<file path="src/rtl/slv_host_pkg.sv">
package slv_host_pkg;

    typedef enum logic [1:0] {
        ST_IDLE   = 2'd0,
        ST_ARM    = 2'd1,
        ST_STREAM = 2'd2
    } slv_state_e;

endpackage

</file>
<file path="src/rtl/slv_mode_ctl.sv">
module slv_mode_ctl
    import slv_host_pkg::*;
#(
    parameter int ARM_CYCLES = 12
) (
    input  logic clk,
    input  logic rst_n,
    input  logic mode_n,
    input  logic standby,
    input  logic msg_end,
    output logic streaming,
    output logic busy_n
);

    localparam int CW = $clog2(ARM_CYCLES + 1);
    localparam logic [CW-1:0] LAST = CW'(ARM_CYCLES - 1);

    typedef struct packed {
        slv_state_e    st;
        logic [CW-1:0] cnt;
        logic          mode_q;
    } ctl_t;

    ctl_t r_q, r_d;
    logic mode_fall;

    always_comb begin
        r_d        = r_q;
        r_d.mode_q = mode_n;
        mode_fall  = r_q.mode_q & ~mode_n;
        case (r_q.st)
            ST_IDLE: begin
                if (mode_fall && !standby) begin
                    r_d.st  = ST_ARM;
                    r_d.cnt = '0;
                end
            end
            ST_ARM: begin
                if (r_q.cnt == LAST) begin
                    r_d.st = ST_STREAM;
                end else begin
                    r_d.cnt = r_q.cnt + 1'b1;
                end
            end
            ST_STREAM: begin
                if (msg_end) begin
                    r_d.st = ST_IDLE;
                end
            end
            default: r_d.st = ST_IDLE;
        endcase
    end

    always_ff @(posedge clk or negedge rst_n) begin
        if (!rst_n) begin
            r_q.st     <= ST_IDLE;
            r_q.cnt    <= '0;
            r_q.mode_q <= 1'b1;
        end else begin
            r_q <= r_d;
        end
    end

    assign streaming = (r_q.st == ST_STREAM);
    assign busy_n    = ~streaming;

    // independent watch of time spent arming
    logic [CW:0] arm_age_q;
    always_ff @(posedge clk or negedge rst_n) begin
        if (!rst_n)                arm_age_q <= '0;
        else if (r_q.st == ST_ARM) arm_age_q <= arm_age_q + 1'b1;
        else                       arm_age_q <= '0;
    end

    // arming never outlasts its window
    p_arm_window_r2: assert property (@(posedge clk) disable iff (!rst_n)
        arm_age_q <= (CW+1)'(ARM_CYCLES));

    // standby blocks entry from idle
    p_standby_blocks_r3: assert property (@(posedge clk) disable iff (!rst_n)
        (standby && r_q.st == ST_IDLE) |=> (r_q.st == ST_IDLE));

    // a pulse while streaming does not restart arming
    p_no_rearm_r3: assert property (@(posedge clk) disable iff (!rst_n)
        (streaming && !msg_end) |=> streaming);

    // end of message releases busy
    p_end_release_r9: assert property (@(posedge clk) disable iff (!rst_n)
        (streaming && msg_end) |=> busy_n);

endmodule

</file>
<file path="src/rtl/slv_wr_port.sv">
module slv_wr_port #(
    parameter int DATA_W      = 8,
    parameter int LATE_CYCLES = 20
) (
    input  logic              clk,
    input  logic              rst_n,
    input  logic              cs_n,
    input  logic              wr_n,
    input  logic [DATA_W-1:0] host_data,
    input  logic              streaming,
    input  logic              msg_end,
    input  logic              dec_ready,
    output logic              req,
    output logic              dec_valid,
    output logic [DATA_W-1:0] dec_data,
    output logic              wr_err,
    output logic              late_err
);

    localparam int LW = $clog2(LATE_CYCLES + 1);
    localparam logic [LW-1:0] LLAST = LW'(LATE_CYCLES - 1);

    typedef struct packed {
        logic              wr_q;
        logic              live;
        logic              req;
        logic              claim;
        logic              full;
        logic [DATA_W-1:0] hold;
        logic              werr;
        logic              lerr;
        logic [LW-1:0]     lcnt;
    } port_t;

    port_t r_q, r_d;
    logic  sel, stb_fall, stb_rise, run;

    always_comb begin
        r_d      = r_q;
        r_d.wr_q = wr_n;
        r_d.live = streaming;
        sel      = ~cs_n;
        stb_fall = sel & r_q.wr_q & ~wr_n;
        stb_rise = sel & ~r_q.wr_q & wr_n;
        run      = streaming & ~msg_end;

        if (stb_fall && !r_q.req) begin
            r_d.werr = 1'b1;
        end

        if (!run) begin
            r_d.req   = 1'b0;
            r_d.claim = 1'b0;
            r_d.full  = 1'b0;
            r_d.lcnt  = '0;
        end else begin
            if (!r_q.live) begin
                r_d.req = 1'b1;
            end
            if (stb_fall && r_q.req) begin
                r_d.req   = 1'b0;
                r_d.claim = 1'b1;
            end
            if (stb_rise && r_q.claim) begin
                r_d.hold  = host_data;
                r_d.full  = 1'b1;
                r_d.claim = 1'b0;
            end
            if (r_q.full && dec_ready) begin
                r_d.full = 1'b0;
                r_d.req  = 1'b1;
            end
            if (r_q.req && !stb_fall) begin
                if (r_q.lcnt == LLAST) begin
                    r_d.lerr = 1'b1;
                end else begin
                    r_d.lcnt = r_q.lcnt + 1'b1;
                end
            end else begin
                r_d.lcnt = '0;
            end
        end
    end

    always_ff @(posedge clk or negedge rst_n) begin
        if (!rst_n) begin
            r_q.wr_q  <= 1'b1;
            r_q.live  <= 1'b0;
            r_q.req   <= 1'b0;
            r_q.claim <= 1'b0;
            r_q.full  <= 1'b0;
            r_q.hold  <= '0;
            r_q.werr  <= 1'b0;
            r_q.lerr  <= 1'b0;
            r_q.lcnt  <= '0;
        end else begin
            r_q <= r_d;
        end
    end

    assign req       = r_q.req;
    assign dec_valid = r_q.full;
    assign dec_data  = r_q.hold;
    assign wr_err    = r_q.werr;
    assign late_err  = r_q.lerr;

    // request only with an empty holding register
    p_req_empty_r4: assert property (@(posedge clk) disable iff (!rst_n)
        req |-> !dec_valid);

    // accepted strobe drops the request
    p_req_drop_r5: assert property (@(posedge clk) disable iff (!rst_n)
        (!cs_n && r_q.wr_q && !wr_n && req) |=> !req);

    // held byte is stable under back-pressure
    p_hold_stable_r8: assert property (@(posedge clk) disable iff (!rst_n)
        (dec_valid && !dec_ready && streaming && !msg_end) |=> (dec_valid && $stable(dec_data)));

    // write error is sticky
    p_werr_sticky_r7: assert property (@(posedge clk) disable iff (!rst_n)
        wr_err |=> wr_err);

    // late flag is sticky
    p_lerr_sticky_r10: assert property (@(posedge clk) disable iff (!rst_n)
        late_err |=> late_err);

endmodule

</file>
<file path="src/rtl/slv_host_port.sv">
module slv_host_port #(
    parameter int DATA_W      = 8,
    parameter int ARM_CYCLES  = 12,
    parameter int LATE_CYCLES = 20
) (
    input  logic              clk,
    input  logic              rst_n,
    input  logic              mode_n,
    input  logic              standby,
    input  logic              cs_n,
    input  logic              wr_n,
    input  logic [DATA_W-1:0] host_data,
    input  logic              msg_end,
    output logic              req,
    output logic              busy_n,
    output logic              dec_valid,
    input  logic              dec_ready,
    output logic [DATA_W-1:0] dec_data,
    output logic              wr_err,
    output logic              late_err
);

    logic streaming;

    slv_mode_ctl #(.ARM_CYCLES(ARM_CYCLES)) u_mode (
        .clk       (clk),
        .rst_n     (rst_n),
        .mode_n    (mode_n),
        .standby   (standby),
        .msg_end   (msg_end),
        .streaming (streaming),
        .busy_n    (busy_n)
    );

    slv_wr_port #(.DATA_W(DATA_W), .LATE_CYCLES(LATE_CYCLES)) u_port (
        .clk       (clk),
        .rst_n     (rst_n),
        .cs_n      (cs_n),
        .wr_n      (wr_n),
        .host_data (host_data),
        .streaming (streaming),
        .msg_end   (msg_end),
        .dec_ready (dec_ready),
        .req       (req),
        .dec_valid (dec_valid),
        .dec_data  (dec_data),
        .wr_err    (wr_err),
        .late_err  (late_err)
    );

    // nothing is requested or offered outside streaming
    p_quiet_idle_r9: assert property (@(posedge clk) disable iff (!rst_n)
        busy_n |-> (!req && !dec_valid));

endmodule

</file>
<file path="config.mk">
export PLATFORM = sky130hd
export DESIGN_NAME = slv_host_port
export DESIGN_NICKNAME = d
export VERILOG_FILES = /design/src/rtl/slv_host_pkg.sv /design/src/rtl/slv_mode_ctl.sv /design/src/rtl/slv_wr_port.sv /design/src/rtl/slv_host_port.sv
export SDC_FILE = /design/constraint.sdc
export NUM_CORES = 1
export LEC_CHECK = 0
export BUFFER_PORTS_ARGS = -buffer_cell sky130_fd_sc_hd__buf_2
export CAP_MARGIN = 20
export CELL_PAD_IN_SITES_DETAIL_PLACEMENT = 0
export CELL_PAD_IN_SITES_GLOBAL_PLACEMENT = 1
export CORE_AREA = 2 2 58 60
export CTS_CLUSTER_DIAMETER = 30
export DETAILED_ROUTE_END_ITERATION = 6
export DIE_AREA = 0 0 60 62
export PLACE_DENSITY_LB_ADDON = 0.1
export SLEW_MARGIN = 15
export SYNTH_ARGS = -nofsm -noshare
export SYNTH_HDL_FRONTEND = slang
export SYNTH_HIERARCHICAL = 1
export SYNTH_SLANG_ARGS = --single-unit
export TNS_END_PERCENT = 1
</file>
<file path="constraint.sdc">
create_clock -name clk -period 1.8 [get_ports clk]
set_input_delay 0.27 -clock clk [delete_from_list [all_inputs] [get_ports clk]]
set_output_delay 0.27 -clock clk [all_outputs]
set_load 0.03 [all_outputs]
</file>
==> out/metrics.csv, run 1 <==
metric,value,unit
io_pins,29,
switching_share,29.29,%
r2r_start,u_mode/r_q[6],
min_path_cells,1,
num_vias,782,
avgRoutedWirePerCell,12.19,um
yosys_most_used_dff,dfrtp_1,
synth_fp_nets,115,
crit_arrival,1.72,ns
grt_max_degree,28,
status,finished clean,
r2r_setup_slack,0.30,ns
postCtsSetupRepairBufs,0,
dp_hpwl,1.518,mm
max_cap_violations,0,
gp_congestion,0.7174,
firstDrtPassIters,2,
drt_wl_total,2.048,mm
slew_violations,0,
yosys.area.top_type_share,50.97,%
power_switching,0.0003680,W
num_antenna_cells,0,
vdd.ir_drop.worst,450.2,uV
cts_root_buffer,clkbuf_4,
synth.most_common_cell,dfrtp_1,
tns,0,ns
ys_ff_latch,27,
ant_nets,0,
gr-total-overflow,0,
dieHeight,62,um
final.period_utilization,83.45,%
grt_first_pass_wirelength,3.180,mm
cts_made_buffers,3,
final-hold-violation-count,0,
synth_commonest_cells,"25 x dfrtp_1, 9 x mux2_2, 8 x buf_4",
yosysUniqueCellTypes,32,
slew_headroom,59.56,%
grt_pass1_vias,723,
clock-sinks,27,
min_period,1.502,ns
synth_area,0.001227,sq mm
grtUsageTotal,11.79,%
post-place-ws,0.3256,ns
crit_required,2.02,ns
synth_top_area_cell,dfrtp_1,
clockBufferDepth,2,
avgSynthCellArea,12.65,sq um
fin_skew,0.005381,ns
synth.area.top_cells,"dfrtp_1 51%, mux2_2 8.3%, buf_4 4.9%, dfstp_2 4.3%, mux2i_1 2.4%",
core,0.003179,sq mm
power,0.001256,W
cp-start-kind,flip-flop,
worstReg2RegEnd,u_port/dec_data[4],
hp-class,input pin to flip-flop,
power.density,895.7,mW/mm^2
timing.fmax,665.7,MHz
clkPwrFrac,20.6,%
rows,21,
rsz0062_at_grt,false,
max_slew.worst_pin.slew,0.6066,ns
fin_nets,141,
yosysSeqAreaShare,55.25,%
power.leakage,0.7280,nW
seq_power_share,57.4,%
dr.first_iter.drc_count,21,
drive_gt1_share,40.98,%
synth_edf_count,0,
combPwrFrac,22.0,%
hold_end,u_mode/r_q[0],
cts_tree,built,
synthArstFlopShare,100.0,%
min_from,mode_n,
crit_type,flip-flop to flip-flop,
clkLatencyLatePin,0.32,ns
worst_r2r_path_depth,5,
synthToLayoutAreaGrowth,14.27,%
die_x,60,um
final.setup.worst_slack,0.2978,ns
portBuffers,28,
power.internal,0.0008883,W
syn_inst,97,
htreeDepth,1,
synth_warnings,6,
path_clk_slew,0.15,ns
finalSetupViolations,0,
start_util,38.61,%
die_area,0.003720,sq mm
setup.worst_path.end_class,flip-flop,
drc,0,
antenna_found_initial,0,
cp_max_fo,8,
vias_per_cell,4.655,
## layer usage
| metal | vias up | GRT usage, % | routed length [um] |
|---|---|---|---|
| li1 | 378 | - | - |
| met1 | 389 | 13.39 | 887 |
| met2 | 13 | 20.65 | 1072 |
| met3 | 2 | 2.484 | 66 |
| met4 | 0 | 6.667 | 22 |
| met5 | - | 0 | 0 |
## area by class of cell
cell class / instances / area (sq um)
clock buffer: 3 / 22.52
timing repair buffer: 29 / 150.1
sequential: 27 / 678.2
clock inverter: 1 / 5.005
inverter: 5 / 18.77
multi-input combinational: 57 / 470.5
fill: 321 / 1777
tap: 46 / 57.56
## cells in the final DEF, fill, tap and decap left out, types with 2 or more instances in the layout
cell type / netlist / layout
dfrtp_1: 25 / 25
nor2_1: 6 / 6
nand2_1: 2 / 2
ha_1: 2 / 2
a21oi_1: 2 / 2
clkbuf_4: 0 / 3
inv_1: 5 / 5
dfstp_2: 2 / 2
o21ai_1: 2 / 2
buf_2: 0 / 28
and2b_2: 2 / 2
nor3_1: 2 / 2
nand3_1: 5 / 5
xor2_1: 3 / 3
nor2b_1: 2 / 2
xnor2_1: 2 / 2
mux2i_1: 3 / 3
mux2_2: 9 / 9
## cell families (layout without fill, tap and decap cells)
group                    Yosys count  in the layout  share of synthesized area [%]
AND/OR/NAND/NOR                   28             28                          14.88
adder cells (fa/ha/maj)            2              2                          2.038
XOR/XNOR                           5              5                          3.568
AO/OA/AOI/OAI                     10             10                          7.137
flip-flops                        27             27                          55.25
buffers and inverters             13             38                          6.422
multiplexers                      12             12                          10.70
## worst max path at each step
stage                                    end  slack [ns]  cells after the start     startpoint
after floorplan           u_port/dec_data[0]        0.20                      5  u_mode/r_q[6]
after global placement    u_port/dec_data[1]        0.35                      5  u_mode/r_q[6]
after detailed placement  u_port/dec_data[4]        0.33                      5  u_mode/r_q[6]
after CTS                 u_port/dec_data[4]        0.29                      5  u_mode/r_q[6]
after global routing      u_port/dec_data[4]        0.19                      5  u_mode/r_q[6]
final                     u_port/dec_data[4]        0.30                      5  u_mode/r_q[6]
## timing repair
item                       CTS  global route
gates resized for setup      0             0
hold buffers                 1             0
hold endpoints to repair    25             0
setup endpoints to repair    0             0
## state kept, by name, summed over array words and instances, names as in the netlist
register,cells
u_port/dec_valid,1
u_port/late_err,1
u_port/r_q,8
u_port/wr_err,1
u_port/req,1
u_mode/r_q,7
u_port/dec_data,8
## power groups by stage
stage | combinational (W) | sequential, W | clock (W)
2_1_floorplan | 0.000206 | 0.000723 | 0
3_3_place_gp | 0.000267 | 0.000730 | 0
3_5_place_dp | 0.000277 | 0.000733 | 0
4_1_cts | 0.000282 | 0.000721 | 0.000282
5_1_grt | 0.000317 | 0.000731 | 0.000301
6_report | 0.000276 | 0.000721 | 0.000259
## per-stage QoR
step           hold slack [ns]  util [%]  area [sq um]  instances
3_5_place_dp            0.3235     42.94          1365        163
3_3_place_gp            0.3183     42.94          1365        163
4_1_cts                0.02673     44.12          1403        168
6_report               0.04648     44.12          1403        168
2_1_floorplan         -0.02559         -          1227         97
5_1_grt                0.01444     44.12          1403        168
## worst max-delay path, cell delays in order, from the launching register on
cell     delay [ns]
dfrtp_1        0.45
or2b_1         0.20
inv_1          0.06
and2b_2        0.22
nand2_4        0.12
mux2_2         0.35
Note: power is estimated with default switching activity, not from simulation.
==> run 2: changes to the inputs <==
Settings changed: ABC_AREA from default to 1, CORE_AREA 2 2 58 60 to 2 2 64 66, DIE_AREA 0 0 60 62 to 0 0 66 68.
Clock period 1.8 ns to 1.3 ns, I/O delays scaled along.
==> out/metrics.csv, run 2 <==
metric,value,unit,change
status,finished clean,,unchanged
drive_gt1_share,34.29,%,was 40.98%
yosysSeqAreaShare,51.28,%,was 55.25%
synthToLayoutAreaGrowth,21.57,%,was 14.27%
drt_wl_total,2.432,mm,was 2.048 mm
power.density,1221,mW/mm^2,was 895.7 mW/mm^2
final.period_utilization,95.21,%,
synth.area.top_cells,"dfrtp_1 47%, nand2_1 11%, buf_4 4.5%, dfstp_2 4.0%, nand3_1 3.8%",,"was dfrtp_1 51%, mux2_2 8.3%, buf_4 4.9%, dfstp_2 4.3%, mux2i_1 2.4%"
finalSetupViolations,0,,unchanged
synth_edf_count,0,,unchanged
cts_made_buffers,3,,unchanged
gp_congestion,0.7002,,was 0.7174
power.leakage,0.8545,nW,was 0.7280 nW
synth_commonest_cells,"37 x nand2_1, 25 x dfrtp_1, 13 x inv_1",,"was 25 x dfrtp_1, 9 x mux2_2, 8 x buf_4"
avgRoutedWirePerCell,10.81,um,was 12.19 um
yosysUniqueCellTypes,24,,was 32
drc,0,,unchanged
final_area,0.001608,sq mm,was 0.001403 sq mm
clkLatencyLatePin,0.27,ns,was 0.32 ns
min_path_cells,1,,unchanged
slew_violations,0,,unchanged
yosys.area.top_type_share,47.30,%,was 50.97%
fin_skew,0.007437,ns,was 0.005381 ns
synth.most_common_cell,nand2_1,,was dfrtp_1
min_period,1.238,ns,
htreeDepth,1,,unchanged
num_antenna_cells,0,,unchanged
worst_r2r_path_depth,5,,unchanged
max_slew.worst_pin.slew,0.3212,ns,was 0.6066 ns
hp-class,input pin to flip-flop,,unchanged
firstDrtPassIters,4,,was 2
dieHeight,68,um,was 62 um
setup.worst_path.end_class,primary output,,was flip-flop
path_clk_slew,0.09,ns,was 0.15 ns
avgSynthCellArea,9.121,sq um,was 12.65 sq um
final_common_cell,nand2_1,,was buf_2
grt_pass1_vias,950,,was 723
tns,0,ns,unchanged
layout_common_cells,"36 x nand2_1, 27 x buf_2, 25 x dfrtp_1",,"was 28 x buf_2, 25 x dfrtp_1, 9 x mux2_2"
vias_per_cell,4.360,,was 4.655
synth_area,0.001323,sq mm,was 0.001227 sq mm
vdd.ir_drop.worst,626.6,uV,was 450.2 uV
min_from,mode_n,,unchanged
syn_inst,145,,was 97
dp_hpwl,1.864,mm,was 1.518 mm
ant_nets,0,,unchanged
worstReg2RegEnd,u_port/late_err,,was u_port/dec_data[4]
clock-sinks,27,,unchanged
dr.first_iter.drc_count,39,,was 21
yosys_most_used_dff,dfrtp_1,,unchanged
num_vias,981,,was 782
synth_warnings,6,,unchanged
antenna_found_initial,0,,unchanged
ys_ff_latch,27,,unchanged
final-hold-violation-count,0,,unchanged
synthArstFlopShare,100.0,%,unchanged
cp-start-kind,flip-flop,,unchanged
core,0.003856,sq mm,was 0.003179 sq mm
fin_nets,194,,was 141
max_cap_violations,0,,unchanged
crit_type,flip-flop to primary output,,was flip-flop to flip-flop
gr-total-overflow,0,,unchanged
cts_tree,built,,unchanged
slew_headroom,78.59,%,was 59.56%
crit_required,1.11,ns,was 2.02 ns
synth_top_area_cell,dfrtp_1,,unchanged
rows,23,,was 21
rsz0062_at_grt,false,,unchanged
die_x,66,um,was 60 um
portBuffers,28,,unchanged
power,0.001963,W,was 0.001256 W
crit_arrival,1.04,ns,was 1.72 ns
clockBufferDepth,2,,unchanged
grtUsageTotal,12.05,%,was 11.79%
synth_fp_nets,163,,was 115
r2r_setup_slack,0.10,ns,was 0.30 ns
r2r_start,u_mode/r_q[5],,was u_mode/r_q[6]
cp_max_fo,3,,was 8
start_util,34.30,%,was 38.61%
grt_first_pass_wirelength,4.126,mm,was 3.180 mm
postPlaceCellArea,0.001505,sq mm,was 0.001365 sq mm
cts_root_buffer,clkbuf_8,,was clkbuf_4
final.setup.worst_slack,0.06233,ns,was 0.2978 ns
hold_end,u_mode/r_q[0],,unchanged
die_area,0.004488,sq mm,was 0.003720 sq mm
post-place-ws,0.09754,ns,was 0.3256 ns
final_util,41.69,%,was 44.12%
io_pins,29,,unchanged
timing.fmax,808.0,MHz,
grt_max_degree,17,,was 28
-- run 2: cell count changes after synthesis, sizes merged, moves of 3 or more --
| cell | previous run | this run |
|---|---|---|
| mux2i | 3 | 0 |
| mux2 | 9 | 0 |
| nand2 | 3 | 40 |
| nand4 | 0 | 6 |
| o21ai | 2 | 8 |
| nor2 | 6 | 11 |
| inv | 5 | 18 |
| nand3 | 5 | 12 |
-- run 2: worst max-delay path by stage --
stage,start,endpoint,slack [ns],cells past startpoint
floorplan,u_mode/r_q[6],u_port/dec_data[0],0.16,6
global placement,u_port/r_q[0],u_port/r_q[3],0.13,6
detailed placement,u_port/r_q[19],u_port/dec_data[5],0.1,5
CTS,u_mode/r_q[5],u_port/late_err,0.05,5
global route,u_mode/r_q[5],u_port/r_q[3],0.0009,5
finish,u_mode/r_q[5],busy_n,0.06,3
-- run 2: final cells by class --
class | count | area [sq um]
Clock inverter | 1 | 7.507
Sequential cell | 27 | 678.2
Clock buffer | 3 | 41.29
Fill cell | 419 | 2248
Multi-Input combinational cell | 89 | 505.5
Timing Repair Buffer | 36 | 234.0
Inverter | 19 | 78.83
Tap cell | 50 | 62.56
-- run 2: cells by family (layout without fill, tap and decap cells) --
group | count (synthesis) | in the layout | synth area share, %
simple gates | 69 | 69 | 25.64
compound gates | 14 | 14 | 6.527
fa+ha+maj | 2 | 2 | 1.892
xor+xnor | 4 | 4 | 2.649
buf+inv | 29 | 59 | 12.02
flops | 27 | 27 | 51.28
-- run 2: power breakdown --
group / internal (W) / switching, W / leakage (nW)
logic: 0.000200 / 0.000264 / 0.476
registers: 0.000922 / 0.0000877 / 0.357
clock network: 0.000217 / 0.000272 / 0.0217
total: 0.00134 / 0.000624 / 0.855
-- run 2: timing repair --
| action | in CTS | in global routing |
|---|---|---|
| setup endpoints to repair | 1 | 15 |
| setup buffers | 1 | 2 |
| resized for setup | 4 | 3 |
| pin swaps | 0 | 2 |
| hold buffers | 1 | 0 |
| endpoints found under the hold margin | 11 | 0 |
-- run 2: worst max-delay path, stage by stage, from the launching register on --
cell and delay [ns]:
dfrtp_1 0.41, nor2_4 0.18, inv_4 0.05, buf_6 0.13
-- run 2: metrics by stage --
step,hold WS (ns),instances
2_1_floorplan,-0.1006,145
3_3_place_gp,0.1167,218
3_5_place_dp,0.1121,218
4_1_cts,0.01681,223
5_1_grt,0.01893,225
6_report,0.02587,225
-- run 2: routing by layer --
layer / routed length [um] / track usage, % / vias up
met4: 17 / 3.827 / 0
met1: 1149 / 16.03 / 452
met5: 0 / 0 / -
li1: - / - / 514
met3: 99 / 2.303 / 2
met2: 1166 / 19.95 / 13
